<file path="src/rtl/i2c_status_target.sv">
module i2c_status_target #(
  parameter logic [7:0] CMD_STATUS = 8'hC3,
  parameter int NPAY = 4,
  parameter logic [7:0] DFLT = 8'h3C,
  parameter int FLT = 3
) (
  input  logic              clk,
  input  logic              rst_n,
  input  logic              scl_i,
  input  logic              sda_i,
  input  logic [6:0]        dev_addr,
  input  logic [4:0]        stat_in,
  input  logic [8*NPAY-1:0] pay_bus,
  output logic              sda_oe
);
  localparam int IW = $clog2(NPAY + 1);

  typedef enum logic [2:0] {
    S_IDLE = 3'd0, S_ADDR = 3'd1, S_AACK = 3'd2, S_WDAT = 3'd3,
    S_WACK = 3'd4, S_RDAT = 3'd5, S_RACK = 3'd6
  } st_t;

  logic [1:0]     scl_s, sda_s;
  logic [FLT-1:0] scl_h, sda_h;
  logic           scl_f, sda_f, scl_p, sda_p;

  always_ff @(posedge clk or negedge rst_n) begin
    if (!rst_n) begin
      scl_s <= '1; sda_s <= '1; scl_h <= '1; sda_h <= '1;
      scl_f <= 1'b1; sda_f <= 1'b1; scl_p <= 1'b1; sda_p <= 1'b1;
    end else begin
      scl_s <= {scl_s[0], scl_i};
      sda_s <= {sda_s[0], sda_i};
      scl_h <= {scl_h[FLT-2:0], scl_s[1]};
      sda_h <= {sda_h[FLT-2:0], sda_s[1]};
      if (&scl_h) scl_f <= 1'b1; else if (~|scl_h) scl_f <= 1'b0;
      if (&sda_h) sda_f <= 1'b1; else if (~|sda_h) sda_f <= 1'b0;
      scl_p <= scl_f;
      sda_p <= sda_f;
    end
  end

  wire start_ev = scl_f & scl_p & sda_p & ~sda_f;
  wire stop_ev  = scl_f & scl_p & ~sda_p & sda_f;
  wire rise_ev  = scl_f & ~scl_p;
  wire fall_ev  = ~scl_f & scl_p;

  st_t          st;
  logic [3:0]   cnt;
  logic [7:0]   sh, tx;
  logic         rw, nack, armed, snap_cmd;
  logic [4:0]   snap;
  logic [IW-1:0] idx;
  logic [7:0]   pv, nxt;

  always_comb begin
    pv = 8'hFF;
    for (int i = 0; i < NPAY; i++)
      if (idx == IW'(i)) pv = pay_bus[8*i +: 8];
  end

  assign nxt = snap[0] ? 8'hFF : (!snap_cmd ? DFLT : pv);

  always_ff @(posedge clk or negedge rst_n) begin
    if (!rst_n) begin
      st <= S_IDLE; cnt <= '0; sh <= '0; tx <= '1; rw <= 1'b0; nack <= 1'b0;
      armed <= 1'b0; snap_cmd <= 1'b0; snap <= '0; idx <= '0; sda_oe <= 1'b0;
    end else if (start_ev) begin
      st <= S_ADDR; cnt <= '0; sda_oe <= 1'b0;
    end else if (stop_ev) begin
      st <= S_IDLE; sda_oe <= 1'b0;
    end else if (rise_ev) begin
      case (st)
        S_ADDR, S_WDAT: begin sh <= {sh[6:0], sda_f}; cnt <= cnt + 4'd1; end
        S_RACK:         nack <= sda_f;
        default: ;
      endcase
    end else if (fall_ev) begin
      case (st)
        S_ADDR: if (cnt == 4'd8) begin
          if (sh[7:1] == dev_addr) begin
            sda_oe <= 1'b1; st <= S_AACK; rw <= sh[0];
            if (sh[0]) begin snap <= stat_in; snap_cmd <= armed; armed <= 1'b0; end
          end else st <= S_IDLE;
        end
        S_AACK: if (rw) begin
          tx <= {3'b000, snap}; sda_oe <= 1'b1; cnt <= 4'd1; idx <= '0; st <= S_RDAT;
        end else begin
          sda_oe <= 1'b0; cnt <= '0; st <= S_WDAT;
        end
        S_WDAT: if (cnt == 4'd8) begin
          sda_oe <= 1'b1; st <= S_WACK;
          if (sh == CMD_STATUS) armed <= 1'b1;
        end
        S_WACK: begin sda_oe <= 1'b0; cnt <= '0; st <= S_WDAT; end
        S_RDAT: if (cnt == 4'd8) begin
          sda_oe <= 1'b0; st <= S_RACK;
        end else begin
          tx <= {tx[6:0], 1'b1}; sda_oe <= ~tx[6]; cnt <= cnt + 4'd1;
        end
        S_RACK: if (nack) st <= S_IDLE;
        else begin
          tx <= nxt; sda_oe <= ~nxt[7]; cnt <= 4'd1; st <= S_RDAT;
          if (idx < IW'(NPAY)) idx <= idx + 1'b1;
        end
        default: ;
      endcase
    end
  end
endmodule

</file>
<file path="config.mk">
export PLATFORM = sky130hd
export DESIGN_NAME = i2c_status_target
export DESIGN_NICKNAME = d
export VERILOG_FILES = /design/src/rtl/i2c_status_target.sv
export SDC_FILE = /design/constraint.sdc
export NUM_CORES = 1
export LEC_CHECK = 0
export BUFFER_PORTS_ARGS = -buffer_cell sky130_fd_sc_hd__buf_2
export CAP_MARGIN = 0
export CORE_AREA = 10 10 130 73
export CTS_BUF_LIST = sky130_fd_sc_hd__clkbuf_4 sky130_fd_sc_hd__clkbuf_8 sky130_fd_sc_hd__clkbuf_16
export CTS_CLUSTER_DIAMETER = 40
export DETAILED_ROUTE_END_ITERATION = 16
export DIE_AREA = 0 0 140 83
export GPL_TIMING_DRIVEN = 0
export MAX_ROUTING_LAYER = met4
export PLACE_DENSITY_LB_ADDON = 0.3
export SYNTH_ARGS = -nofsm -noshare
export SYNTH_HDL_FRONTEND = slang
export SYNTH_SLANG_ARGS = --single-unit
</file>
<file path="constraint.sdc">
create_clock -name clk -period 2.2 [get_ports clk]
set_input_delay 0.44 -clock clk [delete_from_list [all_inputs] [get_ports clk]]
set_output_delay 0.44 -clock clk [all_outputs]
set_load 0.01 [all_outputs]
</file>
## Word-level counts from Yosys, hierarchy flattened

Cells that the tools add are included.

| storage, ports and cells | value |
|---|---|
| input bits | 48 |
| flip-flop bits (word level) | 49 |
| logic and storage cells | 149 |
| output and inout bits | 1 |

| operators by class | value |
|---|---|
| magnitude comparators | 1 |
| equality and inequality tests | 33 |
| reductions and logical operators | 23 |
| bitwise operators | 16 |
| multiplexer cells | 55 |
| add/subtract/negate cells | 2 |

Operator list:

| operator | number |
|---|---|
| 8-bit 2-to-1 mux | 6 |
| 3-bit 2-to-1 mux | 12 |
| 4-bit 2-to-1 mux | 7 |
| 4-bit inequality test (second input constant) | 7 |
| 2-bit inequality test (second input constant) | 12 |
| 8-bit AND reduction | 3 |
| 7-bit 2-to-1 mux | 3 |
| 7-bit one-hot mux with 3 select lines | 1 |
| 1-bit 2-to-1 mux | 20 |
| 3-bit one-hot mux with 6 select lines | 1 |
| 4-bit one-hot mux with 4 select lines | 1 |
| 7-bit AND reduction | 2 |
| 3-bit by 2-bit == test with 1-bit output (second input constant) | 4 |
| 6-bit AND reduction | 2 |
| 10-bit AND reduction | 1 |
| 3-bit == test (second input constant) | 3 |
| 1-bit inverter | 9 |
| 3-bit nonzero test | 3 |
| 8-bit == test (second input constant) | 1 |
| 4-bit AND reduction | 2 |
| 8-bit nonzero test | 1 |
| 1-bit bitwise AND | 7 |
| 7-bit == test | 1 |
| 3-bit by 1-bit == test with 1-bit output (second input constant) | 2 |
| 16 further kinds | 19 |

## Logic depth before layout (Yosys ltp)

| logic depth | value |
|---|---|
| depth after elaboration | 14 |
| gate-level depth with buffers | 8 |
| gate-level depth less buffers | 7 |

## Worst setup path after synthesis

OpenSTA, ideal clock, no wires.

| timing | value |
|---|---|
| kind | input port to flip-flop |
| from | input dev_addr[5] |
| to | register snap[0] |
| arrival | 1.979 ns |
| library setup time | 0.125 ns |
| stages on the path | 6 |
| buffers on the path | 1 |
| setup slack | 0.096 ns |
| path through | xor2_1 > nor4_2 > nand4_2 > or4_4 > buf_6 > mux2_4 |

| between the ends | value |
|---|---|
| word-level cells in the longest chain between the ends | 2 |

RTL lines:

| what | line | source |
|---|---|---|
| start: declaration | 11 | `input logic [6:0] dev_addr,` |
| 7-bit == test | 81 | `if (sh[7:1] == dev_addr) begin` |
| 8-bit AND reduction (no line) | -- |  |
| end signal: assignment | 67 | `armed <= 1'b0; snap_cmd <= 1'b0; snap <= '0; idx <= '0; sda_oe <= 1'b0;` |
| end signal: assignment | 83 | `if (sh[0]) begin snap <= stat_in; snap_cmd <= armed; armed <= 1'b0; end` |
| end: declaration | 52 | `logic [4:0] snap;` |

No other way between the ends.
A chain may end at the register's enable or synchronous reset.

## Worst setup path in the final report

| timing | value |
|---|---|
| from | register cnt[0] |
| to | register snap_cmd |

| between the ends | value |
|---|---|
| word-level cells in the longest chain between the ends | 2 |

RTL lines:

| what | line | source |
|---|---|---|
| start: declaration | 49 | `logic [3:0] cnt;` |
| start signal: assignment | 74 | `S_ADDR, S_WDAT: begin sh <= {sh[6:0], sda_f}; cnt <= cnt + 4'd1; end` |
| start signal: assignment | 99 | `tx <= {tx[6:0], 1'b1}; sda_oe <= ~tx[6]; cnt <= cnt + 4'd1;` |
| 4-bit == test | 80 | `S_ADDR: if (cnt == 4'd8) begin` |
| 8-bit AND reduction (no line) | -- |  |
| end signal: assignment | 67 |  |
| end signal: assignment | 83 |  |
| end: declaration | 51 | `logic rw, nack, armed, snap_cmd;` |

No other way between the ends.

==> impl_metrics.toml <==
[finish]
drive_gt1_frac = 0.319
fin_util = 0.476
finalInstanceArea_sq_um = 3410
regArea_sq_um = 1250
area_delta_synth_final_pct = 20.4
diodes = 0
multi_input_area_sq_um = 1480
stdcell_count = 457
nets = 415
fillCellCount = 695

[synth]
yosysSeqAreaShare = 0.442
synth-edff-count = 0
synth_flop_cell = "dfrtp_1"
yosys.cell_types.count = 54
ys_top_cells_by_area = "dfrtp_1 (25%), dfstp_2 (19%), o21ai_0 (5.3%)"
synth_nets = 357
synth_top_area_cell = "dfrtp_1"
synthDominantCellAreaShare = 0.247
synth.cell_area_sq_um = 2830
yosys-top-cells-count = "nand2_1 (30), o21ai_0 (30), dfrtp_1 (28)"
ys_seq_elements = 49
synth_area_per_cell_sq_um = 9.38
ys_warn_count = 0
syn_inst = 302
async_reset_ff_frac = 1.00

[sta]
worst_pin_slew_ns = 1.08
holdWs_ns = 0.249
final_hold_viol_count = 0
slew_violations = 0
rsz0062_at_grt = "true"
skew_ns = 0.00591
min_period_ns = 2.19
fin_crit_sh = 0.997
finalSetupTns_ns = 0
setup_violations = 0
fmax_mhz = 456
maxSlewHeadroom = 0.283

[die]
die_h_um = 83
rows = 22
start_util = 0.396
die_area_sq_um = 11600
core_area_sq_um = 7160
pin_count = 49
fp.dieW_um = 140

[global_route]
grt_use_met3 = 0.0375
busiest_layer = "met1"
antenna_found_initial = 0
grt_pass1_vias = 2290
grt.overflow.total = 0
grt_pass1_wl_mm = 12.6
grt_util_all_layers = 0.133
gr-usage-met1 = 0.211
grt_max_degree = 50
use_met2 = 0.156

[drt]
dr.pass1.iters = 7
drt_wl_total_mm = 7.68
post_drt_via_cell_ratio = 5.50
ant_nets = 0
vias = 2513
wl_per_cell_um = 16.8
drt_iter0_drc = 298
drc = 0

[pwr]
seqPwrFrac = 0.465
sw_frac_of_total = 0.281
p_per_area_nw_per_um2 = 701
clockPowerShare = 0.343
internal_power_w = 0.00172
vdd_drop_max_v = 0.000291
p_sw_w = 0.000672
power.leakage_nw = 1.45
combPwrFrac = 0.192

[clock_network]
cts_buffers = 5
clock_latency_ns = 0.29
cts_tree = "done"
cts_hold_buf = 0
clock_path_buffers = 2
htreeDepth = 2
cts_root_buffer = "clkbuf_16"
cts_sinks = 49
clkSlewWorstSetupHoldPaths_ns = 0.06

[critical_path]
crit_arrival_ns = 2.37
cp_num_buf_inv = 1
critical_path.max_stage_delay_ns = 0.60
end_kind = "flip-flop"
required_ns = 2.37
crit_fanout = 6
criticalPathCategory = "flip-flop to flip-flop"
critPathSlowestCell = "or4_4"
worst_setup_path_start_kind = "flip-flop"
cp_top_family = "simple AND/OR/NAND/NOR gates"
path_cells = "inv_2 -> ha_4 -> nand3b_1 -> nor2_4 -> nand2_2 -> or4_4 -> mux2_4"

[placed_design]
gp_congestion = 0.927
dpl.cell_count = 446
dp_hpwl_mm = 5.97
port_buffers = 48
place_area_sq_um = 3190

[min_path]
hold_class = "input pin to flip-flop"

[run]
drv_cap = 0

[outcome]
status = "finished clean"
==> power by group through the flow <==
stage	clock network, W	logic, W	registers (W)
6_report	0.000819	0.000459	0.00111
5_1_grt	0.000887	0.000518	0.00112
4_1_cts	0.000843	0.000427	0.00110
3_5_place_dp	0	0.000429	0.00111
3_3_place_gp	0	0.000421	0.00111
2_1_floorplan	0	0.000292	0.00108
==> metrics by stage <==
step                power [W]  setup WS [ns]
detailed placement    0.00154         -0.182
global route          0.00253        -0.0502
floorplan             0.00137         0.0959
finish                0.00239        0.00730
global placement      0.00153         -0.153
CTS                   0.00237         0.0267
==> state kept, by name (all words and copies together), names as in the netlist <==
| signal | flops |
|---|---|
| snap_cmd | 1 |
| sda_p | 1 |
| sda_s | 2 |
| st | 3 |
| scl_p | 1 |
| sda_h | 3 |
| nack | 1 |
| snap | 5 |
| idx | 3 |
| scl_f | 1 |
| armed | 1 |
| sda_f | 1 |
| cnt | 4 |
| scl_h | 3 |
| rw | 1 |
| scl_s | 2 |
| sh | 8 |
| tx | 7 |
| sda_oe | 1 |
==> kinds of logic (layout without fill, tap and decap cells) <==
| group | count (synthesis) | in the layout | share of synthesized area |
|---|---|---|---|
| compound gates | 95 | 95 | 0.216 |
| xor+xnor | 7 | 7 | 0.0217 |
| fa+ha+maj | 7 | 7 | 0.0309 |
| buf+inv | 32 | 91 | 0.0455 |
| flops | 49 | 49 | 0.442 |
| mux | 17 | 17 | 0.0742 |
| simple gates | 95 | 95 | 0.170 |
==> per-layer routing <==
layer  vias to the layer above  part of all wire  wire, um
met1                      1215              0.55      4230
met3                         9             0.075       575
met5                         -                 0         0
li1                       1206                 -         -
met2                        83              0.37      2820
met4                         0            0.0070        54
==> area by class of cell <==
| type | count | share of cell area |
|---|---|---|
| Buffer | 15 | 0.0172 |
| Clock buffer | 7 | 0.0462 |
| Clock inverter | 1 | 0.00147 |
| Inverter | 15 | 0.0165 |
| Multi-Input combinational cell | 221 | 0.434 |
| Sequential cell | 49 | 0.368 |
| Tap cell | 96 | 0.0352 |
| Timing Repair Buffer | 53 | 0.0815 |
==> final timing paths <==
path                       startpoint  endpoint  slack (ns)  depth (start not counted)
min reg2reg                  scl_s[1]  scl_h[0]        0.35                          0
max in group asynchronous       rst_n    cnt[0]        1.11                          1
max reg2reg                    cnt[0]  snap_cmd       0.007                          7
max                            cnt[0]  snap_cmd       0.007                          7
min                             scl_i  scl_s[0]        0.25                          1
min in group asynchronous       rst_n     sh[6]        0.35                          1
==> placed cells by master (no fill, tap or decap), drive strengths merged, types with 8 or more instances in the layout <==
| master | count |
|---|---|
| dfrtp | 28 |
| o21ai | 30 |
| nor2 | 24 |
| mux2 | 14 |
| a21oi | 15 |
| nand2 | 30 |
| clkbuf | 21 |
| inv | 15 |
| dfstp | 21 |
| buf | 54 |
| nand2b | 10 |
| a31oi | 8 |
==> what timing repair did <==
| item | 4_1_cts | 5_1_grt |
|---|---|---|
| gates resized for setup | 3 | 9 |
| setup buffers | 2 | 3 |
| setup endpoints to repair | 9 | 19 |
| pin swaps | 1 | 4 |
No activity file was read; power rests on OpenSTA's default activity.
